===== config.mk =====
export PLATFORM = sky130hd
export DESIGN_NAME = dual_acc
export DESIGN_NICKNAME = d
export VERILOG_FILES = /design/src/rtl/dual_acc_pkg.sv /design/src/rtl/acc_sext.sv /design/src/rtl/acc_bank.sv /design/src/rtl/dual_acc.sv
export SDC_FILE = /design/constraint.sdc
export NUM_CORES = 1
export LEC_CHECK = 0
export ABC_AREA = 1
export BUFFER_PORTS_ARGS = -buffer_cell sky130_fd_sc_hd__buf_4
export CORE_ASPECT_RATIO = 0.9
export CORE_MARGIN = 2
export CORE_UTILIZATION = 40
export DETAILED_ROUTE_END_ITERATION = 6
export HOLD_SLACK_MARGIN = 0.06
export RECOVER_POWER = 100
export SETUP_SLACK_MARGIN = 0.02
export SYNTH_ARGS = -nofsm -noshare
export SYNTH_HDL_FRONTEND = slang
export SYNTH_HIERARCHICAL = 1
export SYNTH_SLANG_ARGS = --single-unit

===== constraint.sdc =====
create_clock -name clk_i -period 1.6 [get_ports clk_i]
set_clock_uncertainty 0.05 [all_clocks]
set_input_delay 0.24 -clock clk_i [delete_from_list [all_inputs] [get_ports clk_i]]
set_output_delay 0.24 -clock clk_i [all_outputs]
set_load 0.05 [all_outputs]

===== src/rtl/dual_acc_pkg.sv =====
package dual_acc_pkg;
  localparam int unsigned ACC_W_DEF = 64;
  localparam int unsigned SIG_W_DEF = 56;
  localparam int unsigned SEL_W_DEF = 2;
  localparam int unsigned NUM_ACC   = 2;
endpackage


===== src/rtl/acc_sext.sv =====
// Sign-extend the low SIG_W bits of a word: mask, flip sign, subtract sign weight.
module acc_sext #(
  parameter int unsigned ACC_W = 64,
  parameter int unsigned SIG_W = 56
) (
  input  logic [ACC_W-1:0] val_i,
  output logic [ACC_W-1:0] ext_o
);
  localparam logic [ACC_W-1:0] MASK = {{(ACC_W-SIG_W){1'b0}}, {SIG_W{1'b1}}};
  localparam logic [ACC_W-1:0] SIGN = {{(ACC_W-SIG_W){1'b0}}, 1'b1, {(SIG_W-1){1'b0}}};

  logic [ACC_W-1:0] flip;

  always_comb begin
    flip  = (val_i & MASK) ^ SIGN;
    ext_o = flip - SIGN;
  end
endmodule


===== src/rtl/acc_bank.sv =====
module acc_bank
  import dual_acc_pkg::*;
#(
  parameter int unsigned ACC_W = 64,
  parameter int unsigned SEL_W = 2
) (
  input  logic             clk_i,
  input  logic             rst_ni,
  input  logic             wr_en_i,
  input  logic [SEL_W-1:0] wr_sel_i,
  input  logic [ACC_W-1:0] wr_data_i,
  output logic [ACC_W-1:0] acc_o [NUM_ACC]
);
  // nonzero select collapses onto accumulator 1
  logic wr_idx;
  assign wr_idx = |wr_sel_i;

  for (genvar g = 0; g < NUM_ACC; g++) begin : g_acc
    logic [ACC_W-1:0] acc_q;
    always_ff @(posedge clk_i or negedge rst_ni) begin
      if (!rst_ni) begin
        acc_q <= '0;
      end else if (wr_en_i && (wr_idx == 1'(g))) begin
        acc_q <= wr_data_i;
      end
    end
    assign acc_o[g] = acc_q;
  end
endmodule


===== src/rtl/dual_acc.sv =====
module dual_acc
  import dual_acc_pkg::*;
#(
  parameter int unsigned ACC_W = ACC_W_DEF,
  parameter int unsigned SIG_W = SIG_W_DEF,
  parameter int unsigned SEL_W = SEL_W_DEF
) (
  input  logic             clk_i,
  input  logic             rst_ni,
  input  logic             wr_en_i,
  input  logic [SEL_W-1:0] wr_sel_i,
  input  logic [ACC_W-1:0] wr_data_i,
  input  logic [SEL_W-1:0] rd_sel_i,
  output logic [ACC_W-1:0] rd_data_o,
  output logic [ACC_W-1:0] acc0_data_o
);
  logic [ACC_W-1:0] acc [NUM_ACC];
  logic [ACC_W-1:0] raw [2];
  logic [ACC_W-1:0] ext [2];

  acc_bank #(
    .ACC_W(ACC_W),
    .SEL_W(SEL_W)
  ) u_bank (
    .clk_i    (clk_i),
    .rst_ni   (rst_ni),
    .wr_en_i  (wr_en_i),
    .wr_sel_i (wr_sel_i),
    .wr_data_i(wr_data_i),
    .acc_o    (acc)
  );

  // path 0: selected read, path 1: fixed accumulator 0
  assign raw[0] = (|rd_sel_i) ? acc[1] : acc[0];
  assign raw[1] = acc[0];

  for (genvar p = 0; p < 2; p++) begin : g_rd
    acc_sext #(
      .ACC_W(ACC_W),
      .SIG_W(SIG_W)
    ) u_sext (
      .val_i(raw[p]),
      .ext_o(ext[p])
    );
  end

  assign rd_data_o   = ext[0];
  assign acc0_data_o = ext[1];
endmodule


==> qor.csv, run 1 <==
stage;metric;value;unit
drt;DRC;0;
die;Die ar.;17000;µm²
critical_path;Crit. End Element;output port;
die;core outline area;15500;µm²
grt;GR Util All Layers;19.1;%
sta;pin slew with the least headroom to its limit;964;ps
critical_path;Worst path max stage delay;270;ps
placed_design;Post-DP HPWL;10.6;mm
cells_and_area;layout cells sized above 1;26.9;%
critical_path;CP Max Fanout;13;
placed_design;Placed Cells;1042;
cells_and_area;Inserted Diodes;0;
critical_path;critical path's slowest cell;clkbuf_2;
grt;initial antenna violation count;0;
placed_design;GPL Wtd Cong;0.720;
critical_path;CP Data Arrival Time;1220;ps
die;IO Pins;199;
drt;top routing layer used;met4;
drt;wire per inst;14.5;µm
worst_hold_path;hold crit path type;in -> reg;
placed_design;dpl cell area;7020;µm²
critical_path;flop-to-flop setup slack;780;ps
grt;largest net degree at the start of global routing;62;
drt;Via density;4.71;
cells_and_area;final net count;944;
critical_path;CP Class;in -> out;
cells_and_area;Most flops, register;u_bank/g_acc.acc_q;
drt;Initial DRT Pass Iterations;5;
sta;max-slew violations;0;
critical_path;crit path cell chain;buf_4 -> nor2_8 -> buf_12 -> nand2_1 -> nand2_1 -> clkbuf_2;
synth;YS warnings;6;
power;power per cell area;1280;nW/µm²
sta;Max Freq;0.664;GHz
drt;met2 WL;7.30;mm
synth;Post-Synthesis Cell Area;6390;µm²
cells_and_area;Finished Layout Cells;1080;
synth;syn_area_per_cell;7.88;µm²
cts;total CTS buffers;9;
grt;overflow left after global routing;0;
die;die width;137;µm
die;Initial Util;41.2;%
cts;CTS H-tree lvls;3;
cells_and_area;area grow syn2layout;13.5;%
cts;CTS tree;yes;
grt;vias in the first global route;4839;
power;Max VDD drop;0.584;mV
die;Placement Rows;43;
drt;final WL;15.7;mm
cts;clk_lat worst skew;350;ps
critical_path;Buf+Inv Stages, Crit Path;3;
critical_path;Top delay family on crit path;buffers and inverters;
power;Leak Pwr;0.00404;µW
cells_and_area;number of flip-flops under the largest register name;112;
sta;Period Utilization, post-route;94.2;%
run;Max-cap violations;0;
critical_path;Req. time, crit path;1310;ps
critical_path;Worst path depth;6;
placed_design;I/O Buffers;190;
critical_path;cells on worst reg2reg path;3;
power;total power;9280;µW
drt;DR WL met3;1.10;mm
status;outcome;finished, final reports clean;
drt;Final ANT Viol Nets;0;
sta;RSZ-0062 raised after global routing;false;
sta;min cycle time layout;1510;ps
sta;Final Hold Viols;0;
cells_and_area;largest registers;u_bank/g_acc.acc_q x112;
cells_and_area;# fillers;1615;
drt;Routed met1 length;7.11;mm
critical_path;Worst setup SP type;primary input;
grt;first-pass GRT wire length;25.2;mm
cts;CTS max path bufs;2;
cts;Clk pin slew, worst setup/hold paths;70;ps
sta;Sum Neg Setup Slack;0;ps
synth;Syn Nets;881;
critical_path;Worst path most repeated cell;nand2_1;
cts;CTS root buf;clkbuf_16;
die;chip height;124;µm
drt;vias;5082;
sta;relative slew slack;35.0;%
drt;initial drt markers;260;
sta;# setup viols final;0;
cells_and_area;post-route cell area;7250;µm²
synth;Gate Count Post-Synth;810;
cts;clk sinks;112;
worst_hold_path;Hold Path Stages;3;
-- worst register-to-register path, cell delays in order, from the launching register on --
cell     delay, ps
dfrtp_1        380
buf_4          160
nand2_1         60
nand2_1         60
-- where the power goes --
group	total [µW]	switching (µW)	internal [µW]
logic	3420	2580	840
clock network	2380	1070	1310
registers	3480	260	3220
-- through the flow --
stage | utilization, % | hold slack [ps] | setup slack (ps)
3_5_place_dp | 45.3 | 83.8 | 79.0
3_3_place_gp | 45.3 | 87.0 | 107
5_1_grt | 46.8 | 69.4 | 25.8
4_1_cts | 48.7 | 60.0 | 41.1
2_1_floorplan | - | -106 | 228
6_report | 46.8 | 73.7 | 93.0
-- timing repair --
item,CTS,global route
setup endpoints to repair,0,9
buffers inserted,0,0
hold buffers,22,0
hold endpoints to repair,114,0
gates resized for setup,0,1
-- cell usage in the layout (no fill, tap or decap), types with 3 or more instances in the layout --
cell and n:
buf_12 11, clkbuf_16 9, buf_2 26, o21ai_0 12
nand2_1 335, buf_4 77, nand2_2 3, nand3_1 112
dlygate4sd3_1 22, dfrtp_1 112, o21ai_1 45, clkbuf_4 24
clkbuf_2 78
-- metal layers --
metal	vias up	track usage [%]
li1	2558	-
met2	160	31.3
met3	14	3.99
met4	0	5.48
met5	-	0
met1	2350	25.5
-- area by class of cell --
| cell class | instances | area [µm²] | share of cell area, % |
|---|---|---|---|
| timing repair buffer | 239 | 1720 | 23.8 |
| tap | 202 | 253 | 3.49 |
| sequential | 112 | 2800 | 38.7 |
| inverter | 2 | 7.51 | 0.104 |
| multi-input combinational | 509 | 2150 | 29.6 |
| clock inverter | 5 | 63.8 | 0.880 |
| clock buffer | 11 | 253 | 3.49 |
-- path summary, 6_finish.rpt --
kind                                      startpoint                        end
setup reg to reg           u_bank/g_acc[0].acc_q[55]  u_bank/g_acc[0].acc_q[55]
min in group asynchronous                     rst_ni  u_bank/g_acc[0].acc_q[26]
setup / recovery                         rd_sel_i[1]              rd_data_o[28]
hold reg to reg            u_bank/g_acc[1].acc_q[33]  u_bank/g_acc[1].acc_q[33]
hold / removal                         wr_data_i[11]  u_bank/g_acc[1].acc_q[11]
max in group asynchronous                     rst_ni  u_bank/g_acc[1].acc_q[55]
Power figures use the tool's default switching activity.
==> inputs of run 2 (changes only) <==
- CORE_UTILIZATION: 40 -> 38
- clock period: 1.6 -> 1.4 ns (I/O delays scaled with it)
==> run 2 against run 1 <==
  * The flow now finishes with violations (negative setup slack)
  * Critical endpoint is now rd_data_o[62]
  * Flip-flop and latch count stayed put
  * Sequential share of layout area is 4.3 points lower
  * Sequential power is 14% higher
==> qor.csv, run 2 (synthesis results as in run 1) <==
stage;metric;value;unit;change
cts;CTS root buf;clkbuf_16;;
sta;RSZ-0062 raised after global routing;true;;
power;Clk pwr share;23.8;%;-1.9 points
placed_design;I/O Buffers;190;;unchanged
drt;Final ANT Viol Nets;0;;unchanged
sta;pin slew with the least headroom to its limit;722;ps;-242 ps
worst_hold_path;hold crit path type;in -> reg;;
power;Max VDD drop;0.745;mV;+27%
critical_path;CP Max Fanout;5;;-8
cells_and_area;number of flip-flops under the largest register name;112;;unchanged
critical_path;Crit. End Element;output port;;
grt;largest net degree at the start of global routing;49;;-21%
power;Flop pwr share;35.9;%;-1.6 points
die;IO Pins;199;;unchanged
drt;Via density;4.71;;about the same
cells_and_area;post-layout util;50.0;%;+3.3 points
power;power per cell area;1360;nW/µm²;+6.3%
sta;min cycle time layout;1410;ps;
cells_and_area;Most flops, register;u_bank/g_acc.acc_q;;
sta;max-slew violations;0;;unchanged
cells_and_area;most frequent cells in the layout;nand2_1, nand3_1, dfrtp_1, buf_4, dlygate4sd3_1;;
die;core outline area;16300;µm²;+5.2%
placed_design;dpl cell area;7020;µm²;about the same
die;chip height;127;µm;+2.5%
cells_and_area;largest registers;u_bank/g_acc.acc_q x112;;
power;Comb power frac;40.3;%;+3.5 points
power;Net Switching;4590;µW;+18%
die;Die ar.;17900;µm²;+5.1%
cts;clk_lat worst skew;350;ps;about the same
critical_path;Req. time, crit path;1140;ps;-170 ps
sta;Period Utilization, post-route;101;%;
sta;relative slew slack;51.9;%;+17 points
grt;initial antenna violation count;0;;unchanged
sta;# setup viols final;5;;+5
drt;wire per inst;15.3;µm;+5.5%
critical_path;critical path's slowest cell;dfrtp_1;;
cts;CTS max path bufs;2;;unchanged
cts;Clk pin slew, worst setup/hold paths;70;ps;about the same
run;Max-cap violations;0;;unchanged
critical_path;CP Class;reg -> out;;
drt;initial drt markers;226;;-13%
cells_and_area;area grow syn2layout;27.7;%;
drt;final WL;17.6;mm;+12%
power;Net Sw Frac;41.4;%;-0.71 points
power;total power;11100;µW;+20%
power;Internal;6500;µW;+21%
cts;CTS tree;yes;;
grt;first-pass GRT wire length;27.1;mm;+7.9%
critical_path;Worst path max stage delay;390;ps;+120 ps
cells_and_area;commonest non-fill, non-tap cell in the layout;nand2_1;;
drt;vias;5390;;+6.1%
grt;overflow left after global routing;0;;unchanged
status;violated checks;negative setup slack;;
cts;CTS H-tree lvls;3;;unchanged
die;die width;141;µm;+2.5%
sta;Worst Setup Slack, final;-11.1;ps;-104 ps
cells_and_area;layout cells sized above 1;28.0;%;+1.2 points
cells_and_area;final net count;1004;;+6.4%
drt;Initial DRT Pass Iterations;5;;unchanged
cts;total CTS buffers;9;;unchanged
sta;Max Freq;0.709;GHz;
cells_and_area;# fillers;1666;;+3.2%
grt;vias in the first global route;5230;;+8.1%
placed_design;Post-DP HPWL;11.0;mm;+3.9%
sta;Final Hold Viols;0;;unchanged
drt;DRC;0;;unchanged
placed_design;GPL Wtd Cong;0.747;;+3.8%
critical_path;crit path cell chain;o21ai_2 -> nand2_2 -> buf_4;;
cells_and_area;post-route cell area;8150;µm²;+12%
critical_path;CP Data Arrival Time;1150;ps;-70 ps
status;outcome;finished with violations;;
power;Leak Pwr;0.00436;µW;+8.1%
cts;clk sinks;112;;unchanged
die;Initial Util;39.2;%;-2.0 points
grt;GR Util All Layers;18.9;%;-0.16 points
die;Placement Rows;44;;+2.3%
critical_path;Worst setup SP type;register;;
cells_and_area;Inserted Diodes;0;;unchanged
## run 2: cell count changes in the layout (fill, tap and decap cells not counted), sizes merged
cell	previous run	this run
clkinv	2	3
inv	3	2
nand2	338	339
buf	114	141
dlygate4sd3	22	57
clkbuf	114	111
## run 2: stage by stage
stage	TNS, ps	hold WS [ps]	std cells	setup slack, ps
CTS	-251	143	1126	-35.5
finish	-51.4	150	1145	-11.1
floorplan	0	-136	810	87.5
global route	-1140	170	1145	-69.4
global placement	0	67.6	1050	11.8
detailed placement	0	73.6	1050	12.7
## run 2: what timing repair did
item,4_1_cts,5_1_grt
setup buffers,2,15
hold endpoints to repair,220,0
pin swaps,2,13
hold buffers,57,0
endpoints found under the setup margin,12,72
gates cloned,1,4
resized for setup,13,72
## run 2: final timing paths
kind / from / end / slack [ps] / depth (start not counted)
min reg2reg: u_bank/g_acc[1].acc_q[25] / u_bank/g_acc[1].acc_q[25] / 420 / 2
min in group asynchronous: rst_ni / u_bank/g_acc[0].acc_q[27] / 320 / 2
min: wr_en_i / u_bank/g_acc[0].acc_q[1] / 150 / 3
max reg2reg: u_bank/g_acc[0].acc_q[55] / u_bank/g_acc[0].acc_q[55] / 520 / 3
max in group asynchronous: rst_ni / u_bank/g_acc[0].acc_q[52] / 200 / 3
max: u_bank/g_acc[1].acc_q[55] / rd_data_o[62] / -10 / 3
## run 2: metal layers
layer  wire length, µm  global-route usage [%]  vias up
met5                 0                       0        -
met4               236                    5.24        0
met3              1110                    3.56       14
met2              8550                    31.5      188
met1              7660                    25.4     2507
li1                  -                       -     2681
## run 2: cell type report
type,instances,area (µm²),area share [%]
inverters,2,7.51,0.0921
clock buffers,11,243,2.98
well taps,207,259,3.18
clock inverters,5,56.3,0.691
flip-flops and latches,112,2800,34.4
repair buffers,298,2570,31.5
multi-input cells,510,2220,27.2
## run 2: critical path: cells and delay by family, from the launching register on
| kind | cells | cell delay, ps |
|---|---|---|
| buffers and inverters | 1 | 200 |
| AOI/OAI and AO/OA | 1 | 90 |
| and+or+nand+nor | 1 | 110 |
| DFF | 1 | 390 |
## run 2: power groups by stage
stage | registers [µW] | logic [µW] | clock network [µW]
6_report | 3980 | 4480 | 2640
5_1_grt | 4040 | 4760 | 2820
4_1_cts | 3980 | 4390 | 2720
3_5_place_dp | 4040 | 4210 | 0
3_3_place_gp | 4040 | 4170 | 0
2_1_floorplan | 3970 | 3660 | 0
==> inputs of run 3 (changes only) <==
- CTS_CLUSTER_SIZE: unset -> 30
- SYNTH_HIERARCHICAL: 1 -> unset
==> run 3 against run 2 <==
  * The flow still finishes with violations (negative setup slack)
  * Wire length rose by 3.6%
  * Non-clock buffer count fell by 3
  * Critical path depth rose by 1
  * Synthesized area fell by 9.4%
  * Sequential power rose by 2%
  * Utilization rose by 9.3 points
  * Combinational power rose by 8.3%
  * Via count rose by 3.4%
  * Synthesized cell count fell by 7.4%
  * Register-to-register slack barely moved
  * First-iteration DRC count rose by 62%
  * Cell area rose by 7.9%
==> qor.csv, run 3 <==
stage;metric;value;unit;change
status;outcome;finished with violations;;
status;violated checks;negative setup slack;;
placed_design;Placed Cells;1036;;-1.3%
die;Die ar.;16200;µm²;-9.2%
drt;DRC;0;;unchanged
grt;GR Util All Layers;20.8;%;+1.9 points
grt;overflow left after global routing;0;;unchanged
power;Leak Pwr;0.00463;µW;+6.0%
synth;synth unique cells;11;;
cells_and_area;Most flops, register;u_bank.g_acc.acc_q;;
cells_and_area;area grow syn2layout;52.1;%;
run;Max-cap violations;0;;unchanged
sta;min cycle time layout;1460;ps;+49.2 ps
cts;CTS max path bufs;2;;unchanged
power;power per cell area;1310;nW/µm²;-4.1%
die;Initial Util;39.0;%;-0.16 points
sta;relative slew slack;55.1;%;+3.2 points
cells_and_area;most frequent cells in the layout;nand2_1, nand3_1, dfrtp_1, buf_4, nand2_2;;
sta;max-slew violations;0;;unchanged
worst_hold_path;HP Start;wr_data_i[47];;
sta;Period Utilization, post-route;104;%;+3.5 points
cts;Clk pin slew, worst setup/hold paths;70;ps;about the same
die;chip height;121;µm;-4.7%
cells_and_area;Inserted Diodes;0;;unchanged
grt;largest net degree at the start of global routing;55;;+12%
sta;Max Freq;0.685;GHz;-3.4%
sta;# setup viols final;15;;+10
cells_and_area;commonest non-fill, non-tap cell in the layout;nand2_1;;
synth;YS warnings;0;;-6
cells_and_area;Finished Layout Cells;1131;;-1.2%
critical_path;Worst setup SP type;register;;
critical_path;CP Class;reg -> out;;
cts;CTS root buf;clkbuf_16;;
cts;clk_lat worst skew;350;ps;about the same
critical_path;CP startpoint;u_bank.g_acc[1].acc_q[55];;
placed_design;GPL Wtd Cong;0.773;;+3.5%
synth;post-synthesis register bit count;112;;
drt;wire per inst;16.1;µm;+4.8%
synth;synth top area cells;dfrtp_1, nand2_1, buf_4;;
power;Net Sw Frac;41.3;%;-0.11 points
sta;Final Hold Viols;0;;unchanged
synth;area leader, netlist;dfrtp_1;;
cells_and_area;largest registers;u_bank.g_acc.acc_q x112;;
cells_and_area;layout cells sized above 1;39.8;%;+12 points
synth;Gate Count Post-Synth;750;;-7.4%
synth;top cells by count, synth;nand2_1, dfrtp_1, nand3_1;;
die;IO Pins;199;;unchanged
grt;vias in the first global route;5409;;+3.4%
placed_design;pre-CTS WS;-54.8;ps;-67.5 ps
power;Clk pwr share;22.4;%;-1.4 points
die;core outline area;14800;µm²;-9.1%
cts;total CTS buffers;9;;unchanged
synth;Yosys top cell area share;48.5;%;
placed_design;Post-DP HPWL;10.9;mm;-0.39%
power;Net Switching;4740;µW;+3.2%
cts;CTS H-tree lvls;3;;unchanged
worst_hold_path;hold crit path type;in -> reg;;
grt;initial antenna violation count;0;;unchanged
die;Placement Rows;42;;-4.5%
power;Internal;6740;µW;+3.7%
critical_path;RR Startpoint;u_bank.g_acc[1].acc_q[55];;
synth;Post-Synthesis Cell Area;5780;µm²;-9.4%
power;Max VDD drop;0.874;mV;+17%
drt;Final ANT Viol Nets;0;;unchanged
sta;Worst Setup Slack, final;-60.2;ps;-49.2 ps
synth;Post-synth EDFFs;0;;
sta;RSZ-0062 raised after global routing;true;;
cts;clk sinks;112;;unchanged
grt;first-pass GRT wire length;26.9;mm;-0.99%
synth;sequential share of the synthesized area;48.5;%;
power;Flop pwr share;35.4;%;-0.5 points
critical_path;Req. time, crit path;1140;ps;about the same
drt;vias;5573;;+3.4%
critical_path;CP Data Arrival Time;1200;ps;+50 ps
grt;GRT met3 Usage;4.09;%;+0.53 points
critical_path;Crit. End Element;output port;;
drt;initial drt markers;366;;+62%
synth;syn_area_per_cell;7.71;µm²;-2.2%
power;Comb power frac;42.2;%;+1.9 points
synth;Syn Nets;821;;-6.8%
grt;met1 usage;25.7;%;+0.37 points
drt;final WL;18.2;mm;+3.6%
drt;Via density;4.93;;+4.7%
synth;Synth async-reset ratio;100;%;
cells_and_area;final net count;1000;;-0.40%
grt;grt peak-use layer;met2;;
cells_and_area;number of flip-flops under the largest register name;112;;unchanged
placed_design;I/O Buffers;190;;unchanged
drt;Initial DRT Pass Iterations;5;;unchanged
cts;CTS tree;yes;;
critical_path;CP Max Fanout;9;;+4
grt;Global Route met2 Usage;36.6;%;+5.1 points
synth;cell with the most instances after synthesis;nand2_1;;
synth;ys flop type;dfrtp_1;;
die;die width;134;µm;-4.7%
sta;pin slew with the least headroom to its limit;673;ps;-48.6 ps
run 3: power groups by stage:
stage               clock [µW]  combinational (µW)  sequential, µW
detailed placement           0                4240            4050
global placement             0                4200            4040
CTS                       2630                4530            3990
floorplan                    0                3430            3970
global route              2780                5110            4120
finish                    2570                4850            4060
run 3: worst paths after layout:
check	end	slack, ps	cells after the start
max	rd_data_o[55]	-60	4
min	u_bank.g_acc[0].acc_q[47]	80	3
max reg2reg	u_bank.g_acc[1].acc_q[55]	510	4
min reg2reg	u_bank.g_acc[1].acc_q[29]	420	2
max in group asynchronous	u_bank.g_acc[0].acc_q[49]	160	3
min in group asynchronous	u_bank.g_acc[1].acc_q[12]	340	2
run 3: layer usage:
metal  up-vias  part of all wire [%]
met5         -                     0
met4         0                   1.8
met3        25                   4.9
met2       172                    52
met1      2705                    41
li1       2671                     -
run 3: repair_timing:
action	CTS	global route
gates cloned	0	7
hold buffers	56	0
endpoints found under the hold margin	211	0
pin swaps	0	18
endpoints found under the setup margin	53	71
resized for setup	50	208
buffers inserted	5	12
run 3: logic make-up after synthesis:
group	count (synthesis)	share of synthesized area (%)
flip-flops	112	48.5
AO/OA/AOI/OAI	57	4.93
AND/OR/NAND/NOR	452	31.8
buffers and inverters	129	14.8
run 3: per-stage QoR:
step	setup TNS (ps)	utilization (%)	total power, µW	instance area (µm²)	hold WS, ps
2_1_floorplan	0	-	7400	5960	-136
3_3_place_gp	-960	47.7	8230	7070	81.1
3_5_place_dp	-1140	47.7	8290	7070	88.7
4_1_cts	-768	54.8	11200	8120	62.8
5_1_grt	-2400	59.4	12000	8800	74.1
6_report	-605	59.4	11500	8800	78.2
run 3: worst max-delay path, stage by stage, from the launching register on:
cell	delay (ps)
dfrtp_1	380
o21ai_1	70
buf_4	150
nand2_8	90
buf_6	170
run 3: cell type report:
| type | instances | area (µm²) |
|---|---|---|
| fillers | 1317 | 6020 |
| repair buffers | 295 | 2900 |
| flip-flops and latches | 112 | 2800 |
| multi-input cells | 509 | 2550 |
| well taps | 198 | 248 |
| clock buffers | 12 | 246 |
| clock inverters | 3 | 42.5 |
| inverters | 2 | 7.51 |
